--- src/rtl/dirctl_pkg.sv ---
package dirctl_pkg;
  typedef enum logic [1:0] {
    MODE_IDLE = 2'd0,
    MODE_RX   = 2'd1,
    MODE_TX   = 2'd2
  } link_mode_t;

  localparam logic [1:0] RATE_SLOW    = 2'b00;
  localparam logic [1:0] RATE_MID     = 2'b01;
  localparam logic [1:0] RATE_FAST    = 2'b10;
  localparam logic [1:0] RATE_STANDBY = 2'b11;
endpackage

--- src/rtl/dirctl_rate_dec.sv ---
module dirctl_rate_dec #(
  parameter int T_SLOW = 14507,
  parameter int T_MID  = 3630,
  parameter int T_FAST = 1192,
  parameter int CW     = 14
) (
  input  logic [1:0]    rate_sel_i,
  output logic [CW-1:0] load_o,
  output logic          standby_o
);
  import dirctl_pkg::*;

  // counter runs load..0 then expires on the following edge: N edges total
  localparam logic [CW-1:0] LOAD_SLOW = CW'(T_SLOW - 1);
  localparam logic [CW-1:0] LOAD_MID  = CW'(T_MID - 1);
  localparam logic [CW-1:0] LOAD_FAST = CW'(T_FAST - 1);

  always_comb begin
    standby_o = 1'b0;
    case (rate_sel_i)
      RATE_MID:  load_o = LOAD_MID;
      RATE_FAST: load_o = LOAD_FAST;
      RATE_STANDBY: begin
        load_o    = LOAD_SLOW;
        standby_o = 1'b1;
      end
      default:   load_o = LOAD_SLOW;
    endcase
  end
endmodule

--- src/rtl/dirctl_timer.sv ---
module dirctl_timer #(
  parameter int CW = 14
) (
  input  logic          clk,
  input  logic          rst_n,
  input  logic          reload_i,
  input  logic [CW-1:0] load_i,
  output logic          expired_o
);
  logic [CW-1:0] cnt_q;

  always_ff @(posedge clk or negedge rst_n) begin
    if (!rst_n)              cnt_q <= '0;
    else if (reload_i)       cnt_q <= load_i;
    else if (cnt_q != '0)    cnt_q <= cnt_q - 1'b1;
  end

  assign expired_o = (cnt_q == '0);
endmodule

--- src/rtl/dirctl_fsm.sv ---
module dirctl_fsm (
  input  logic                   clk,
  input  logic                   rst_n,
  input  logic                   carrier_i,
  input  logic                   tx_data_i,
  input  logic                   standby_i,
  input  logic                   expired_i,
  output dirctl_pkg::link_mode_t mode_o,
  output logic                   reload_o
);
  import dirctl_pkg::*;

  link_mode_t state_q, state_d;

  always_comb begin
    state_d  = state_q;
    reload_o = 1'b0;
    case (state_q)
      MODE_IDLE: begin
        if (carrier_i) begin
          state_d  = MODE_RX;
          reload_o = 1'b1;
        end else if (!tx_data_i && !standby_i) begin
          state_d  = MODE_TX;
          reload_o = 1'b1;
        end
      end
      MODE_RX: begin
        if (carrier_i)      reload_o = 1'b1;
        else if (expired_i) state_d  = MODE_IDLE;
      end
      MODE_TX: begin
        if (standby_i)       state_d  = MODE_IDLE;
        else if (!tx_data_i) reload_o = 1'b1;
        else if (expired_i)  state_d  = MODE_IDLE;
      end
      default: state_d = MODE_IDLE;
    endcase
  end

  always_ff @(posedge clk or negedge rst_n) begin
    if (!rst_n) state_q <= MODE_IDLE;
    else        state_q <= state_d;
  end

  assign mode_o = state_q;
endmodule

--- src/rtl/dirctl_top.sv ---
module dirctl_top #(
  parameter int T_SLOW = 14507,
  parameter int T_MID  = 3630,
  parameter int T_FAST = 1192
) (
  input  logic       clk,
  input  logic       rst_n,
  input  logic       tx_data_i,
  input  logic       rx_carrier_i,
  input  logic [1:0] rate_sel_i,
  output logic       dir_o,
  output logic       rx_out_o,
  output logic [1:0] mode_o,
  output logic       standby_o
);
  import dirctl_pkg::*;

  localparam int T_MAX1 = (T_SLOW > T_MID) ? T_SLOW : T_MID;
  localparam int T_MAX  = (T_MAX1 > T_FAST) ? T_MAX1 : T_FAST;
  localparam int CW     = $clog2(T_MAX + 1);

  logic [CW-1:0] load_val;
  logic          standby;
  logic          expired;
  logic          reload;
  link_mode_t    mode;

  dirctl_rate_dec #(
    .T_SLOW(T_SLOW), .T_MID(T_MID), .T_FAST(T_FAST), .CW(CW)
  ) u_rate (
    .rate_sel_i (rate_sel_i),
    .load_o     (load_val),
    .standby_o  (standby)
  );

  dirctl_timer #(.CW(CW)) u_timer (
    .clk       (clk),
    .rst_n     (rst_n),
    .reload_i  (reload),
    .load_i    (load_val),
    .expired_o (expired)
  );

  dirctl_fsm u_fsm (
    .clk       (clk),
    .rst_n     (rst_n),
    .carrier_i (rx_carrier_i),
    .tx_data_i (tx_data_i),
    .standby_i (standby),
    .expired_i (expired),
    .mode_o    (mode),
    .reload_o  (reload)
  );

  assign mode_o    = mode;
  assign dir_o     = (mode == MODE_RX);
  assign rx_out_o  = !(rx_carrier_i && (mode != MODE_TX));
  assign standby_o = standby;
endmodule

--- config.mk ---
export PLATFORM = sky130hd
export DESIGN_NAME = dirctl_top
export DESIGN_NICKNAME = d
export VERILOG_FILES = /design/src/rtl/dirctl_pkg.sv /design/src/rtl/dirctl_rate_dec.sv /design/src/rtl/dirctl_timer.sv /design/src/rtl/dirctl_fsm.sv /design/src/rtl/dirctl_top.sv
export SDC_FILE = /design/constraint.sdc
export NUM_CORES = 1
export LEC_CHECK = 0
export BUFFER_PORTS_ARGS = -buffer_cell sky130_fd_sc_hd__buf_2
export CORE_ASPECT_RATIO = 0.6
export CORE_MARGIN = 1
export CORE_UTILIZATION = 30
export CTS_CLUSTER_DIAMETER = 200
export DETAILED_ROUTE_END_ITERATION = 6
export PLACE_DENSITY = 0.55
export RECOVER_POWER = 50
export SYNTH_ARGS = -nofsm -noshare
export SYNTH_HDL_FRONTEND = slang
export SYNTH_SLANG_ARGS = --single-unit
--- constraint.sdc ---
create_clock -name clk -period 3.2 [get_ports clk]
set_clock_uncertainty 0.2 [all_clocks]
set_input_delay 0.32 -clock clk [delete_from_list [all_inputs] [get_ports clk]]
set_output_delay 0.32 -clock clk [all_outputs]
set_load 0.005 [all_outputs]
* After elaboration in Yosys (flattened, before gate mapping)
Cells that the tools add are included.
Cells by class: $add $sub $neg 1, multipliers 0, div/mod/pow operators 0, magnitude comparators 0, equality and inequality tests 9, shift-type cells 0, muxes and demuxes 17, bitwise operators 0, reduce and logical (&&, ||, !) cells 10
Operators by type and width (number):
- $mux 14 | 2
- $pmux 14 s2 | 1
- $logic_not 14->1 | 1
- $reduce_bool 14->1 | 1
- $sub 14x1->14 const B | 1
- $mux 2 | 6
- $eq 2x2->1 const B | 3
- $mux 1 | 6
- $ne 3x2->1 const B | 2
- $pmux 2 s3 | 1
- $eq 2x1->1 const B | 2
- $ne 2x2->1 const B | 2
- $logic_not 1->1 | 3
- $pmux 1 s3 | 1
- $reduce_and 3->1 | 1
- $logic_and 1x1->1 | 2
- $logic_not 2->1 | 1
- $reduce_bool 2->1 | 1
Storage, ports and cells: register bits 16, bits in latches 0, memory bits (writable) 0, ROM bits 0, input bits 6, output and inout bits 5, word-level logic and storage cells 39, memories 0

* Logic depth before layout (Yosys ltp)
depth in word-level cells 8, gate-level depth with buffers 7, mapped depth without buffers 6

* By module
From an unflattened synthesis, not the netlist that was laid out.
Unflattened totals: cell total of the unflattened synthesis 110, area, all modules 1093.5 um^2
By module, submodules not included:
- dirctl_timer | times used 1, cells each 77, area an instance 825.8 um^2, seq. area each 350.3 um^2
- dirctl_rate_dec | times used 1, cells each 20, area an instance 143.9 um^2, seq. area each 0.0 um^2
- dirctl_fsm | times used 1, cells each 10, area an instance 105.1 um^2, seq. area each 50.0 um^2
- dirctl_top | times used 1, cells each 3, area an instance 18.8 um^2, seq. area each 0.0 um^2

* Worst setup path before layout
OpenSTA, ideal clock, no wires.
path kind register to register, start register u_timer.cnt_q[0], end register u_timer.cnt_q[1], library setup time 0.126 ns, data arrival time 2.104 ns, required time 2.874 ns, slack 0.770 ns, cell stages (with the launch flop) 7, buffers on the path 1, period minus slack after synthesis 2.430 ns, cells stage by stage dfrtp_1 inv_1 ha_1 or4b_1 or4_4 buf_2 o311a_1
Between the ends: cells in the longest elaborated chain, start to end 3, elaborated cells between the ends (all ways) 5, those cells by class add/sub (1); mux (2); reduce/logical (2)
Ends and longest elaborated chain:
- start: declaration | line dirctl_timer.sv:10 | logic [CW-1:0] cnt_q;
- start signal: assignment | line dirctl_timer.sv:14 | else if (reload_i) cnt_q <= load_i;
- start signal: assignment | line dirctl_timer.sv:15 | else if (cnt_q != '0) cnt_q <= cnt_q - 1'b1;
- $sub 14x1->14 | line dirctl_timer.sv:15
- $mux 14 | line dirctl_timer.sv:15
- $mux 14 | line dirctl_timer.sv:14
Parallel ways exist; a longest one is shown, timed or not. The select of a mux whose other input is x is not followed. A chain may end at the register's enable or synchronous reset.

* Worst setup path after layout
Same ends and word-level chain as after synthesis.

==> metrics.md <==
| Metric | Value |
|---|---|
| Status | finished clean |
| Worst Hold Depth | 3 |
| Share of layout cells above drive strength 1 | 16.67% |
| Full die area | 0.003354 mm² |
| Top cell type's share of synthesized area | 42.78% |
| Hold worst-path end | u_fsm.mode_o[0] |
| Pre-CTS setup slack | 0.7177 ns |
| Worst Path Class, Setup | flip-flop to flip-flop |
| Main synth FF type | dfrtp_1 |
| GRT overflow | 0 |
| Number of synthesized flops with an enable pin | 0 |
| Setup TNS | 0 ns |
| Iteration-0 DRC Markers | 40 |
| Worst-case clock buffer depth | 2 |
| Global-route wire length before repair | 3450 µm |
| CP Buf/Inv Count | 1 |
| Placed instance count | 146 |
| Number of port buffers | 10 |
| Clk slew on worst S/H paths | 0.06 ns |
| Via count | 771 |
| Cell taking the most area after synthesis | dfrtp_1 |
| Synth Warn # | 0 |
| Ranking of synthesized cells by area | dfrtp_1 43%, ha_1 6.7%, a21oi_1 3.2% |
| Row count | 15 |
| Post-CTS Setup Bufs | 0 |
| Crit. End Element | flip-flop |
| Hold Startpoint | rx_carrier_i |
| Top Family by Delay on Critical Path | simple AND/OR/NAND/NOR gates |
| Critical path arrival | 2.43 ns |
| Chip Width | 74.11 µm |
| Max incr delay on CP | 0.60 ns |
| Root Driver | clkbuf_8 |
| Setup ws final | 0.6996 ns |
| Pwr/cell area | 441.7 mW/mm² |
| HP Class | input port to flip-flop |
| # H-tree levels | 1 |
| FF-to-FF Start | u_timer.cnt_q[0] |
| Synth Cell Area | 935.9 µm² |
| Post-synthesis area per instance | 9.550 µm² |
| Setup slack, reg-to-reg | 0.70 ns |
| Final Cell Area | 0.001070 mm² |
| #FFs+latches synth | 16 |
| Transition time of the tightest slew-check pin | 1.149 ns |
| Total CTS buffers | 3 |
| IO Pins | 11 |
| Rel. slew slack | 23.13% |
| Routed length per instance | 13.91 µm |
| Post-route ant nets | 0 |
| Largest net degree at the start of global routing | 18 |
| Finished Layout Cells | 150 |
| CP required | 3.13 ns |
| R2R depth | 5 |
| CTS tree | done |
| Clock sinks | 16 |
| Max-cap violation count | 0 |
| Total routed wirelength | 2086 µm |
| Placer Congestion | 0.7439 |
| Post-DP HPWL | 1489 µm |
| Cells after synthesis | 98 |
| Final #Nets | 121 |
| Crit path cell chain | inv_1 -> ha_1 -> or4b_1 -> or4_4 -> o311a_1 |
| Synth cell types | 35 |
| Startpoint types | flip-flop |
| Fin. Hold Viols | 0 |
| Initial antenna violation count | 0 |
| RSZ-0062 raised after global routing | false |
| Fmax | 0.3999 GHz |
| Clk_lat worst skew | 0.25 ns |
| Syn nets | 109 |
| Seq/Total Area, Yosys | 42.78% |
| Drt drc | 0 |
| Total Routing Usage GR | 14.45% |
| Peak VDD IR | 0.0002619 V |
| Antenna cells | 0 |
| Fraction of registers with async set/reset | 100.0% |
| Drt pass-1 iters | 4 |
| Fin. max-slew vios | 0 |
| Maximum fanout along the worst path | 11 |
| Power Total | 472.5 µW |
| Final Setup Violations | 0 |
| Chip height | 45.27 µm |
| Core Region | 0.002909 mm² |
| Layout overhead on the synthesized area | 14.31% |
| Initial Utilization | 32.17% |
| Via density | 5.140 |
| Post-placement cell area | 0.001021 mm² |
| Static leakage | 0.4396 nW |
| Vias in the first global route | 727 |
| Slowest cell on the critical path | or4_4 |
| Final min period | 2.500 ns |
| Tcrit/Tclk final | 78.14% |
| R2R Path End | u_timer.cnt_q[1] |
metal layers:
layer / part of all wire [%] / GRT usage, % / vias to the layer above
li1: - / - / 386
met1: 55 / 20.77 / 368
met2: 40 / 20.91 / 15
met3: 3.8 / 5.357 / 2
met4: 0.38 / 2.308 / 0
met5: 0 / 0 / -
layout by cell type (no fill, tap or decap), types with 2 or more instances in the layout:
| cell | n |
|---|---|
| or3_1 | 2 |
| o211ai_1 | 3 |
| nor3_1 | 6 |
| or2_2 | 2 |
| or4_1 | 4 |
| xnor2_1 | 3 |
| a21oi_1 | 6 |
| nor2b_1 | 3 |
| o21ai_0 | 3 |
| ha_1 | 5 |
| o22ai_1 | 2 |
| a31oi_1 | 2 |
| clkbuf_1 | 2 |
| dfrtp_1 | 16 |
| or4b_1 | 2 |
| buf_2 | 8 |
| nand2_1 | 5 |
| nor2_1 | 8 |
| xor2_1 | 2 |
| clkbuf_8 | 3 |
| inv_1 | 5 |
| or4_4 | 2 |
kinds of logic (layout without fill, tap and decap cells):
group                    Yosys count  after routing  synth area share [%]
AO/OA/AOI/OAI                     23             23                 15.91
multiplexers                       1              1                 1.070
AND/OR/NAND/NOR                   39             39                 25.00
flip-flops                        16             16                 42.78
XOR/XNOR                           5              5                 4.680
adder cells (fa/ha/maj)            5              5                 6.684
buffers and inverters              9             19                 3.876
area by class of cell:
| cell class | instances | area [µm²] |
|---|---|---|
| fill | 318 | 1839 |
| multi-input combinational | 73 | 499.2 |
| sequential | 16 | 400.4 |
| timing repair buffer | 11 | 57.56 |
| tap | 42 | 52.55 |
| clock buffer | 3 | 41.29 |
| inverter | 5 | 18.77 |
sequential cells by signal, summed over array words and instances, names as in the netlist:
| name | count |
|---|---|
| u_fsm.mode_o | 2 |
| u_timer.cnt_q | 14 |
timing repair:
item / in CTS / in global routing
hold endpoints to repair: 16 / 0
gates resized for setup: 0 / 0
hold buffers: 1 / 0
how the worst max path moves through the flow:
stage,end,slack (ns),cells past startpoint,from
finish,u_timer.cnt_q[1],0.70,5,u_timer.cnt_q[0]
global route,u_timer.cnt_q[6],0.51,4,u_timer.cnt_q[6]
detailed placement,u_timer.cnt_q[1],0.72,5,u_timer.cnt_q[0]
floorplan,u_timer.cnt_q[1],0.77,6,u_timer.cnt_q[0]
CTS,u_timer.cnt_q[1],0.70,5,u_timer.cnt_q[0]
global placement,u_timer.cnt_q[1],0.79,5,u_timer.cnt_q[0]
metrics by stage:
| step | utilization [%] | hold slack, ns |
|---|---|---|
| global route | 36.77 | 0.1215 |
| floorplan | - | -0.1756 |
| global placement | 35.10 | 0.06041 |
| CTS | 36.86 | 0.1146 |
| detailed placement | 35.10 | 0.06525 |
| finish | 36.77 | 0.1176 |
tightest hold or removal path, delay by kind of cell:
kind	cells	cell delay, ns
AO/OA/AOI/OAI	1	0.04
buffers and inverters	1	0.09
AND/OR/NAND/NOR	1	0.07
cells in the mapped netlist (2+ instances only):
cell type,n
dfrtp_1,16
or4_1,4
a21oi_1,6
clkbuf_1,2
ha_1,5
or4b_1,2
xnor2_1,3
xor2_1,2
nor2b_1,3
a31oi_1,2
o22ai_1,2
nor2_1,8
o21ai_0,3
or3_1,2
o211ai_1,3
or2_2,2
inv_1,5
nand2_1,5
or4_4,2
nor3_1,6
where the power goes:
| part | switching [mW] | leakage (nW) | internal (mW) | total (mW) |
|---|---|---|---|---|
| logic | 0.0418 | 0.230 | 0.0364 | 0.0782 |
| registers | 0.0215 | 0.188 | 0.222 | 0.243 |
| clock network | 0.0674 | 0.0216 | 0.0834 | 0.151 |
| total | 0.131 | 0.440 | 0.342 | 0.472 |
No activity file was read; power rests on OpenSTA's default activity.
